$ cat src/rtl/fp_cmp_pkg.sv
package fp_cmp_pkg;
  parameter int unsigned WORD_W   = 64;
  parameter int unsigned MAG_W    = WORD_W - 1;
  parameter int unsigned SP_EXP_W = 8;
  parameter int unsigned SP_FRC_W = 23;
  parameter int unsigned DP_EXP_W = 11;
  parameter int unsigned DP_FRC_W = 52;
  parameter int unsigned PRED_W   = 4;
  parameter int unsigned CC_W     = 3;
  parameter int unsigned CAUSE_W  = 5;

  localparam int unsigned PB_UN   = 0;
  localparam int unsigned PB_EQ   = 1;
  localparam int unsigned PB_LT   = 2;
  localparam int unsigned PB_SIG  = 3;
  localparam int unsigned CB_INV  = 4;

  typedef struct packed {
    logic             sign;
    logic             nan;
    logic             snan;
    logic [MAG_W-1:0] mag;
  } op_class_t;
endpackage

$ cat src/rtl/fp_operand_decode.sv
module fp_operand_decode
  import fp_cmp_pkg::*;
#(
  parameter int unsigned EXP_W = 11,
  parameter int unsigned FRC_W = 52,
  localparam int unsigned OP_W = EXP_W + FRC_W + 1
) (
  input  logic [OP_W-1:0] op_i,
  output op_class_t       cls_o
);
  logic [EXP_W-1:0] exp_f;
  logic [FRC_W-1:0] frc_f;

  assign exp_f = op_i[OP_W-2 -: EXP_W];
  assign frc_f = op_i[FRC_W-1:0];

  always_comb begin
    cls_o      = '0;
    cls_o.sign = op_i[OP_W-1];
    cls_o.nan  = (&exp_f) && (|frc_f);
    cls_o.snan = cls_o.nan && !frc_f[FRC_W-1];
    // exponent:fraction as one unsigned magnitude key
    cls_o.mag  = MAG_W'(op_i[OP_W-2:0]);
  end
endmodule

$ cat src/rtl/fp_relation.sv
module fp_relation
  import fp_cmp_pkg::*;
(
  input  op_class_t a_i,
  input  op_class_t b_i,
  output logic      un_o,
  output logic      eq_o,
  output logic      lt_o
);
  logic both_zero, mag_lt, mag_gt, neg_lt;

  assign both_zero = (a_i.mag == '0) && (b_i.mag == '0);
  assign mag_lt    = a_i.mag < b_i.mag;
  assign mag_gt    = a_i.mag > b_i.mag;

  always_comb begin
    unique case ({a_i.sign, b_i.sign})
      2'b00:   neg_lt = mag_lt;
      2'b11:   neg_lt = mag_gt;
      2'b10:   neg_lt = 1'b1;
      default: neg_lt = 1'b0;
    endcase
  end

  assign un_o = a_i.nan | b_i.nan;
  assign eq_o = !un_o && (both_zero || (a_i == b_i));
  assign lt_o = !un_o && !both_zero && neg_lt;
endmodule

$ cat src/rtl/fp_cmp_unit.sv
module fp_cmp_unit
  import fp_cmp_pkg::*;
(
  input  logic               clk_i,
  input  logic               rst_ni,
  input  logic               valid_i,
  input  logic               dbl_i,
  input  logic [PRED_W-1:0]  pred_i,
  input  logic [CC_W-1:0]    cc_sel_i,
  input  logic [WORD_W-1:0]  opa_i,
  input  logic [WORD_W-1:0]  opb_i,
  output logic               valid_o,
  output logic               cond_o,
  output logic [CC_W-1:0]    cc_o,
  output logic [CAUSE_W-1:0] cause_o
);
  localparam int unsigned SP_W = SP_EXP_W + SP_FRC_W + 1;

  op_class_t cls_sp [2];
  op_class_t cls_dp [2];
  op_class_t cls_a, cls_b;
  logic [WORD_W-1:0] ops [2];

  assign ops[0] = opa_i;
  assign ops[1] = opb_i;

  for (genvar g = 0; g < 2; g++) begin : g_dec
    fp_operand_decode #(.EXP_W(SP_EXP_W), .FRC_W(SP_FRC_W)) u_sp (
      .op_i (ops[g][SP_W-1:0]),
      .cls_o(cls_sp[g])
    );
    fp_operand_decode #(.EXP_W(DP_EXP_W), .FRC_W(DP_FRC_W)) u_dp (
      .op_i (ops[g]),
      .cls_o(cls_dp[g])
    );
  end

  assign cls_a = dbl_i ? cls_dp[0] : cls_sp[0];
  assign cls_b = dbl_i ? cls_dp[1] : cls_sp[1];

  logic rel_un, rel_eq, rel_lt;

  fp_relation u_rel (
    .a_i (cls_a),
    .b_i (cls_b),
    .un_o(rel_un),
    .eq_o(rel_eq),
    .lt_o(rel_lt)
  );

  logic               cond_d, inv_d;
  logic [CAUSE_W-1:0] cause_d;

  assign cond_d = (pred_i[PB_UN] & rel_un) | (pred_i[PB_EQ] & rel_eq) |
                  (pred_i[PB_LT] & rel_lt);
  assign inv_d  = pred_i[PB_SIG] ? rel_un : (cls_a.snan | cls_b.snan);

  always_comb begin
    cause_d         = '0;
    cause_d[CB_INV] = inv_d;
  end

  always_ff @(posedge clk_i or negedge rst_ni) begin
    if (!rst_ni) begin
      valid_o <= 1'b0;
      cond_o  <= 1'b0;
      cc_o    <= '0;
      cause_o <= '0;
    end else begin
      valid_o <= valid_i;
      if (valid_i) begin
        cond_o  <= cond_d;
        cc_o    <= cc_sel_i;
        cause_o <= cause_d;
      end
    end
  end

  // relations are mutually exclusive
  a_r1_rel_exclusive: assert property (@(posedge clk_i) disable iff (!rst_ni)
    valid_i |-> $onehot0({rel_un, rel_eq, rel_lt}));

  a_r2_mask_zero_false: assert property (@(posedge clk_i) disable iff (!rst_ni)
    (valid_i && pred_i[2:0] == 3'b000) |=> !cond_o);

  a_r3_sig_nan_invalid: assert property (@(posedge clk_i) disable iff (!rst_ni)
    (valid_i && pred_i[PB_SIG] && (cls_a.nan || cls_b.nan)) |=> cause_o[CB_INV]);

  a_r5_cause_low_clear: assert property (@(posedge clk_i) disable iff (!rst_ni)
    valid_o |-> (cause_o[CB_INV-1:0] == '0));

  a_r6_cc_captured: assert property (@(posedge clk_i) disable iff (!rst_ni)
    valid_i |=> (cc_o == $past(cc_sel_i)));

  a_r11_valid_delay: assert property (@(posedge clk_i) disable iff (!rst_ni)
    valid_i |=> valid_o);

  a_r11_idle_hold: assert property (@(posedge clk_i) disable iff (!rst_ni)
    !valid_i |=> (!valid_o && $stable(cond_o) && $stable(cause_o) && $stable(cc_o)));
endmodule

$ cat config.mk
export PLATFORM = sky130hd
export DESIGN_NAME = fp_cmp_unit
export DESIGN_NICKNAME = d
export VERILOG_FILES = /design/src/rtl/fp_cmp_pkg.sv /design/src/rtl/fp_operand_decode.sv /design/src/rtl/fp_relation.sv /design/src/rtl/fp_cmp_unit.sv
export SDC_FILE = /design/constraint.sdc
export NUM_CORES = 1
export LEC_CHECK = 0
export CAP_MARGIN = 20
export CORE_MARGIN = 1
export CORE_UTILIZATION = 40
export DETAILED_ROUTE_END_ITERATION = 10
export DONT_BUFFER_PORTS = 1
export GPL_TIMING_DRIVEN = 0
export HOLD_SLACK_MARGIN = 0.05
export PLACE_DENSITY = 0.5
export REMOVE_ABC_BUFFERS = 1
export SETUP_SLACK_MARGIN = 0.02
export SLEW_MARGIN = 20
export SYNTH_ARGS = -nofsm -noshare
export SYNTH_HDL_FRONTEND = slang
export SYNTH_SLANG_ARGS = --single-unit
$ cat constraint.sdc
create_clock -name clk_i -period 1.5 [get_ports clk_i]
set_input_delay 0.225 -clock clk_i [delete_from_list [all_inputs] [get_ports clk_i]]
set_output_delay 0.225 -clock clk_i [all_outputs]
set_load 0.005 [all_outputs]
==> results of run 1 <==
==> per-layer routing <==
layer	vias up	track usage, %	wire [µm]
met5	-	0	0
met4	0	1.88	25
met3	5	3.34	533
met2	107	37.7	3470
met1	1162	24.8	3180
li1	1371	-	-
==> final timing paths <==
check,end,cells past startpoint,slack [ns]
max,cond_o$_DFFE_PN0P_,11,-0.59
min,cc_o[2]$_DFFE_PN0P_,1,0.15
max reg2reg,cc_o[1]$_DFFE_PN0P_,1,0.72
min reg2reg,cause_o[4]$_DFFE_PN0P_,1,0.53
max in group asynchronous,cc_o[2]$_DFFE_PN0P_,1,0.97
min in group asynchronous,valid_o$_DFF_PN0_,1,0.31
==> Yosys cell counts (2+ instances only) <==
master    number
a211oi_1       2
a31o_1         2
a221oi_1       3
and2_1        31
a21o_1         4
a21oi_2        2
a22oi_1        2
buf_1          3
clkbuf_1       4
nor4_1        31
o21ai_0        7
nor4_4         2
dfrtp_1        6
nor2_1         7
nor3_1        11
a21oi_1       24
mux2i_1        5
o211ai_1       2
nand3_1       14
nand2_1       52
buf_4          4
ha_1          69
nand4_1       23
inv_1         40
mux2_2         4
and4_1         2
nor2_4         2
or4_4          2
==> metrics by stage <==
stage               total power [W]  worst slack, ns  setup TNS [ns]
floorplan                  0.000599           -0.737           -1.15
global placement           0.000691            -1.06           -1.76
detailed placement         0.000698            -1.10           -1.84
CTS                        0.000961           -0.662           -1.07
global route                0.00106           -0.707           -1.11
finish                     0.000948           -0.587          -0.919
==> cell type report <==
cell class | instances | area, µm² | area share, %
multi-input cells | 320 | 2410 | 84.0
flip-flops and latches | 6 | 150 | 5.24
inverters | 40 | 150 | 5.24
well taps | 77 | 96.3 | 3.36
clock buffers | 3 | 41.3 | 1.44
repair buffers | 2 | 20.0 | 0.698
==> repair_timing <==
action                     in CTS  in global routing
setup endpoints to repair       2                  2
hold buffers                    2                  0
hold endpoints to repair        7                  0
resized for setup               8                  2
pin swaps                       9                  1
==> flip-flops by register name, summed over array words and instances, names as in the netlist <==
signal	flops
valid_o	1
cond_o	1
cause_o	1
cc_o	3
==> logic make-up after synthesis <==
logic type	after synthesis	share of synthesized area [%]
compound gates	56	13.3
fa+ha+maj	69	32.0
buf+inv	51	7.65
flops	6	5.56
mux	9	3.52
other cells	1	0.139
simple gates	182	37.8
==> power by group <==
part	switching, W	internal [W]
Combinational	0.000266	0.000254
Clock	0.0000688	0.000172
Sequential	0.0000104	0.000176
Total	0.000345	0.000602
==> cells in the final DEF (no fill, tap or decap), types with 3 or more instances in the layout <==
| cell | netlist | final |
|---|---|---|
| a221oi_1 | 3 | 3 |
| nand2_1 | 52 | 52 |
| mux2i_1 | 5 | 5 |
| conb_1 | 1 | 4 |
| dfrtp_1 | 6 | 6 |
| nand3_1 | 14 | 12 |
| nor3_1 | 11 | 9 |
| nor4_2 | 0 | 3 |
| and2_1 | 31 | 31 |
| nor2_1 | 7 | 7 |
| o21ai_0 | 7 | 7 |
| ha_1 | 69 | 69 |
| inv_1 | 40 | 40 |
| clkbuf_8 | 0 | 3 |
| a21oi_1 | 24 | 24 |
| mux2_2 | 4 | 4 |
| nand4_1 | 23 | 23 |
| nor4_1 | 31 | 28 |
| a21o_1 | 4 | 4 |
==> run metrics, run 1 <==
setup slack after layout -0.587 ns; yosys warns 0; R2R Path Start cc_o[1]$_DFFE_PN0P_; DR vias/cell 5.90; initial antenna violation count 0; CTS max path bufs 2; failing checks design-rule violations, negative setup slack; GPL Wtd Cong 0.784; worst hold path class input pin to flip-flop; post-synth top area share 32.0%; Die X 84.1 µm; number of synthesized flops with an enable pin 0; Area Overhead vs Synth 6.21%; Worst Tran Pin Value 0.497 ns; Netlist cell types 42; IO Pins 149; Setup-failing EPs final 2; DR WL/cell 16.1 µm; Gate Count Post-Synth 374; PortBufs 0; grt ovf 0; FMAX 479 MHz; Clk Latency, worst-skew pair 0.22 ns; largest net degree at the start of global routing 70; vias after detailed routing 2645; max-slew violations 0; post-synth design cell area 2700 µm²; Hold Crit Start cc_sel_i[2]; post-synthesis register bit count 6; Fin. Hold Viols 0; Seq/Total Area, Yosys 5.56%; minimum clock period 2.09 ns; die span in y 84.1 µm; crit path max-delay cell type or4_4; n_diodes 0; Main synth FF type dfrtp_1; Async S/R FF share, synth 100%; vias in the first global route 2766; crit-path leading delay family simple AND/OR/NAND/NOR gates; DP HPWL 6440 µm; Nets 581; critical path cell sequence or4_4, nor4_4, nand2_1, a22oi_2, a211o_1, ha_1, nor3_2, nand2_1, a21oi_2, o22ai_2, a21oi_2; num rows 29; Final Instance Area 2870 µm²; Max-slew headroom 66.6%; Crit Path Max Fanout 2; area of the core 6420 µm²; # DRC 14; Routed Antenna Nets 0; Max VDD drop 0.550 mV; CTS Sinks 6; Placed Area 2750 µm²; Arrival @ worst endpoint 2.24 ns; RSZ-0062 raised after global routing true; Placed Instances 443; synth top area cells ha_1 (32%), nand2_1 (7.2%), and2_1 (7.2%); share of post-route cells with drive strength above 1 7.55%; DR pass1 iterations 7; TritonCTS buffer count 3; Final Non-Filler Cells 448; first-pass GRT wire length 11800 µm; category of the most critical setup path input pin to flip-flop; Worst Skew 0 ns; Worst EP required 1.65 ns; Pwr Density 331 nW/µm²; fillcell total 680; Post-Syn Area per Cell 7.22 µm²; Buf+Inv Stages, Crit Path 0; dominant cell type by area after synthesis ha_1; initial core utilization 42.0%; crit end category flip-flop; H-Tree Depth 1; period utilisation layout 139%; Post-CTS Repair Setup Buffers 0; Worst Hold Margin 0.154 ns; CTS clk-pin slew, worst paths 0.04 ns; status finished, violations left; Total GRT Usage 20.1%; LEAKAGE 1.31 nW; Critical Path Start opa_i[33]; Detailed Route WL 7210 µm; Final Util 44.6%; Iter 0 DRT Violations 68; Die ar. 7080 µm²; CP peak stage delay 0.54 ns; CTS tree built; Startpoint Class input pin; Max-Cap Viols 0; Root Driver clkbuf_8
Power figures use the tool's default switching activity.
==> inputs of run 2 (changes only) <==
--- a/config.mk
+++ b/config.mk
@@ -5,9 +5,11 @@
 export SDC_FILE = /design/constraint.sdc
 export NUM_CORES = 1
 export LEC_CHECK = 0
-export CAP_MARGIN = 20
+export ABC_AREA = 1
+export CAP_MARGIN = 25
 export CORE_MARGIN = 1
 export CORE_UTILIZATION = 40
+export CTS_CLUSTER_SIZE = 10
 export DETAILED_ROUTE_END_ITERATION = 10
 export DONT_BUFFER_PORTS = 1
 export GPL_TIMING_DRIVEN = 0
==> run metrics, run 2 <==
Die X 92.7 µm (+10%); Gate Count Post-Synth 578 (+55%); FMAX 558 MHz (+16%); R2R Path Start cc_o[2]$_DFFE_PN0P_; status finished, violations left; post-synth top area share 26.2% (-5.7 points); grt ovf 0 (unchanged); period utilisation layout 119% (-20 points); Async S/R FF share, synth 100% (unchanged); max reg flops 3 (unchanged); Seq/Total Area, Yosys 4.56% (-1.0 points); Startpoint Class input pin; critical path cell sequence nor4_4, nand2_1, nor3_2, nand3_1, nand2_1, nand2_2, o211ai_1, ha_2, nor3_2, nand3_1, nand2_1, a21oi_2, a21oi_2; LEAKAGE 2.04 nW (+55%); post-synthesis register bit count 6 (unchanged); share of post-route cells with drive strength above 1 12.3% (+4.7 points); vias in the first global route 3447 (+25%); DR pass1 iterations 4 (-3); failing checks negative setup slack; CTS tree built; n_diodes 0 (unchanged); reg2reg setup slack 0.72 ns (about the same); Internal 0.000654 W (+8.6%); Total GRT Usage 22.3% (+2.2 points); PortBufs 0 (unchanged); num rows 32 (+10%); CTS max path bufs 2 (unchanged); Setup-failing EPs final 2 (unchanged); Worst Skew 0 ns (unchanged); Detailed Route WL 9550 µm (+32%); Seq pwr share 15.9% (-3.8 points); Netlist cell types 32 (-24%); Buf+Inv Stages, Crit Path 0 (unchanged); Pwr Density 315 nW/µm² (-4.8%); crit path max-delay cell type ha_2; # DRC 0 (-14); RSZ-0062 raised after global routing true; combinational power share 63.8% (+8.9 points); Main synth FF type dfrtp_1; fillcell total 888 (+31%); largest net degree at the start of global routing 82 (+17%); initial core utilization 41.9% (-0.11 points); TritonCTS buffer count 3 (unchanged); area of the core 7850 µm² (+22%); Worst EP required 1.65 ns (about the same); Arrival @ worst endpoint 1.94 ns (-0.30 ns); Psw 0.000510 W (+48%); Worst Hold Margin 0.155 ns (+0.00121 ns); CTS clk-pin slew, worst paths 0.04 ns (about the same); Synth top cells by count nand2_1 (178), inv_1 (97), ha_1 (69), nor2_1 (61), nand4_1 (26); Final Util 47.1% (+2.5 points); DR WL/cell 14.0 µm (-13%); H-Tree Depth 1 (unchanged); post-synth design cell area 3290 µm² (+22%); largest reg by FF count cc_o; CP peak stage delay 0.31 ns (-0.23 ns); Post-Syn Area per Cell 5.69 µm² (-21%); most used cell, CP nand2_1; Max-Cap Viols 0 (unchanged); crit end category flip-flop; FF-to-FF End cc_o[2]$_DFFE_PN0P_; Crit Path Max Fanout 2 (unchanged); Clk Latency, worst-skew pair 0.22 ns (about the same); dominant cell type by area after synthesis ha_1; pre-CTS setup slack -0.755 ns (+0.349 ns); synth top area cells ha_1 (26%), nand2_1 (20%), inv_1 (11%); instance count on the critical path 13 (+2); minimum clock period 1.79 ns (-0.295 ns); worst reg-to-reg path cell count 1 (unchanged); Die ar. 8590 µm² (+21%); initial antenna violation count 0 (unchanged); Critical Path Start opa_i[45]; Sw Ratio 43.8% (+7.4 points); yosys warns 0 (unchanged); IO Pins 149 (unchanged); worst hold path class input pin to flip-flop; DR vias/cell 5.26 (-11%); CTS Sinks 6 (unchanged); crit path to cond_o$_DFFE_PN0P_; die span in y 92.7 µm (+10%); number of synthesized flops with an enable pin 0 (unchanged); setup slack after layout -0.292 ns (+0.295 ns); Root Driver clkbuf_8; DP HPWL 8530 µm (+33%); Max VDD drop 0.250 mV (-55%); Routed Antenna Nets 0 (unchanged); top-count cell post-synth nand2_1; vias after detailed routing 3579 (+35%); Fin. Hold Viols 0 (unchanged); commonest non-fill, non-tap cell in the layout nand2_1; first-pass GRT wire length 15400 µm (+30%); max-slew violations 0 (unchanged); Clock power frac 20.3% (-5.1 points); Nets 789 (+36%); category of the most critical setup path input pin to flip-flop; Iter 0 DRT Violations 117 (+72%); Area Overhead vs Synth 12.5%; GPL Wtd Cong 0.871 (+11%); most frequent cells in the layout nand2_1 (173), inv_1 (83), ha_1 (67); crit-path leading delay family simple AND/OR/NAND/NOR gates
run 2: changes by cell type after synthesis, moves of 7 or more:
cell	previous run	this run
inv_1	40	97
o21ai_0	7	17
nor4_1	31	16
nor2_1	7	61
nand3_1	14	21
nand2_1	52	178
and2_1	31	1
run 2: logic make-up after synthesis:
family	count (synthesis)	share of synthesized area [%]
buf+inv	115	14.8
simple gates	332	44.3
other cells	1	0.114
compound gates	50	8.29
flops	6	4.56
fa+ha+maj	69	26.2
mux	5	1.67
run 2: layout make-up:
type | instances | area, µm² | area share [%]
repair buffers | 8 | 65.1 | 1.76
inverters | 102 | 449 | 12.1
multi-input cells | 460 | 2870 | 77.5
well taps | 102 | 128 | 3.45
flip-flops and latches | 6 | 150 | 4.06
clock buffers | 3 | 41.3 | 1.12
run 2: timing repair:
action	in CTS	in global routing
pin swaps	13	14
hold endpoints to repair	7	0
endpoints found under the setup margin	2	2
buffers inserted	4	2
gates resized for setup	27	50
hold buffers	2	0
run 2: worst min-delay path by stage:
stage | start | end | slack (ns) | cells past startpoint
floorplan | rst_ni | cause_o[4]$_DFFE_PN0P_ | -0.07 | 0
global placement | rst_ni | cc_o[2]$_DFFE_PN0P_ | -0.07 | 0
detailed placement | rst_ni | cc_o[1]$_DFFE_PN0P_ | -0.07 | 0
CTS | cc_sel_i[1] | cc_o[1]$_DFFE_PN0P_ | 0.15 | 1
global route | valid_i | cond_o$_DFFE_PN0P_ | 0.15 | 2
finish | cc_sel_i[1] | cc_o[1]$_DFFE_PN0P_ | 0.16 | 1
run 2: stage by stage:
step / total power (W) / area (µm²) / setup TNS, ns / cells
after floorplan: 0.000731 / 3200 / -0.485 / 568
after global placement: 0.000876 / 3320 / -1.19 / 670
after detailed placement: 0.000885 / 3320 / -1.25 / 670
after CTS: 0.00116 / 3510 / -0.439 / 679
after global routing: 0.00132 / 3700 / -0.666 / 681
final: 0.00116 / 3700 / -0.387 / 681
run 2: power groups by stage:
stage	clock network (W)	logic (W)	registers, W
after floorplan	0	0.000547	0.000184
after global placement	0	0.000689	0.000187
after detailed placement	0	0.000697	0.000187
after CTS	0.000242	0.000728	0.000185
after global routing	0.000257	0.000880	0.000186
final	0.000236	0.000743	0.000185
run 2: layer usage:
layer	GRT usage (%)	part of all wire, %	vias up
met4	1.41	0.41	0
li1	-	-	1879
met3	4.52	7.4	4
met2	38.6	47	114
met1	29.6	45	1582
met5	0	0	-
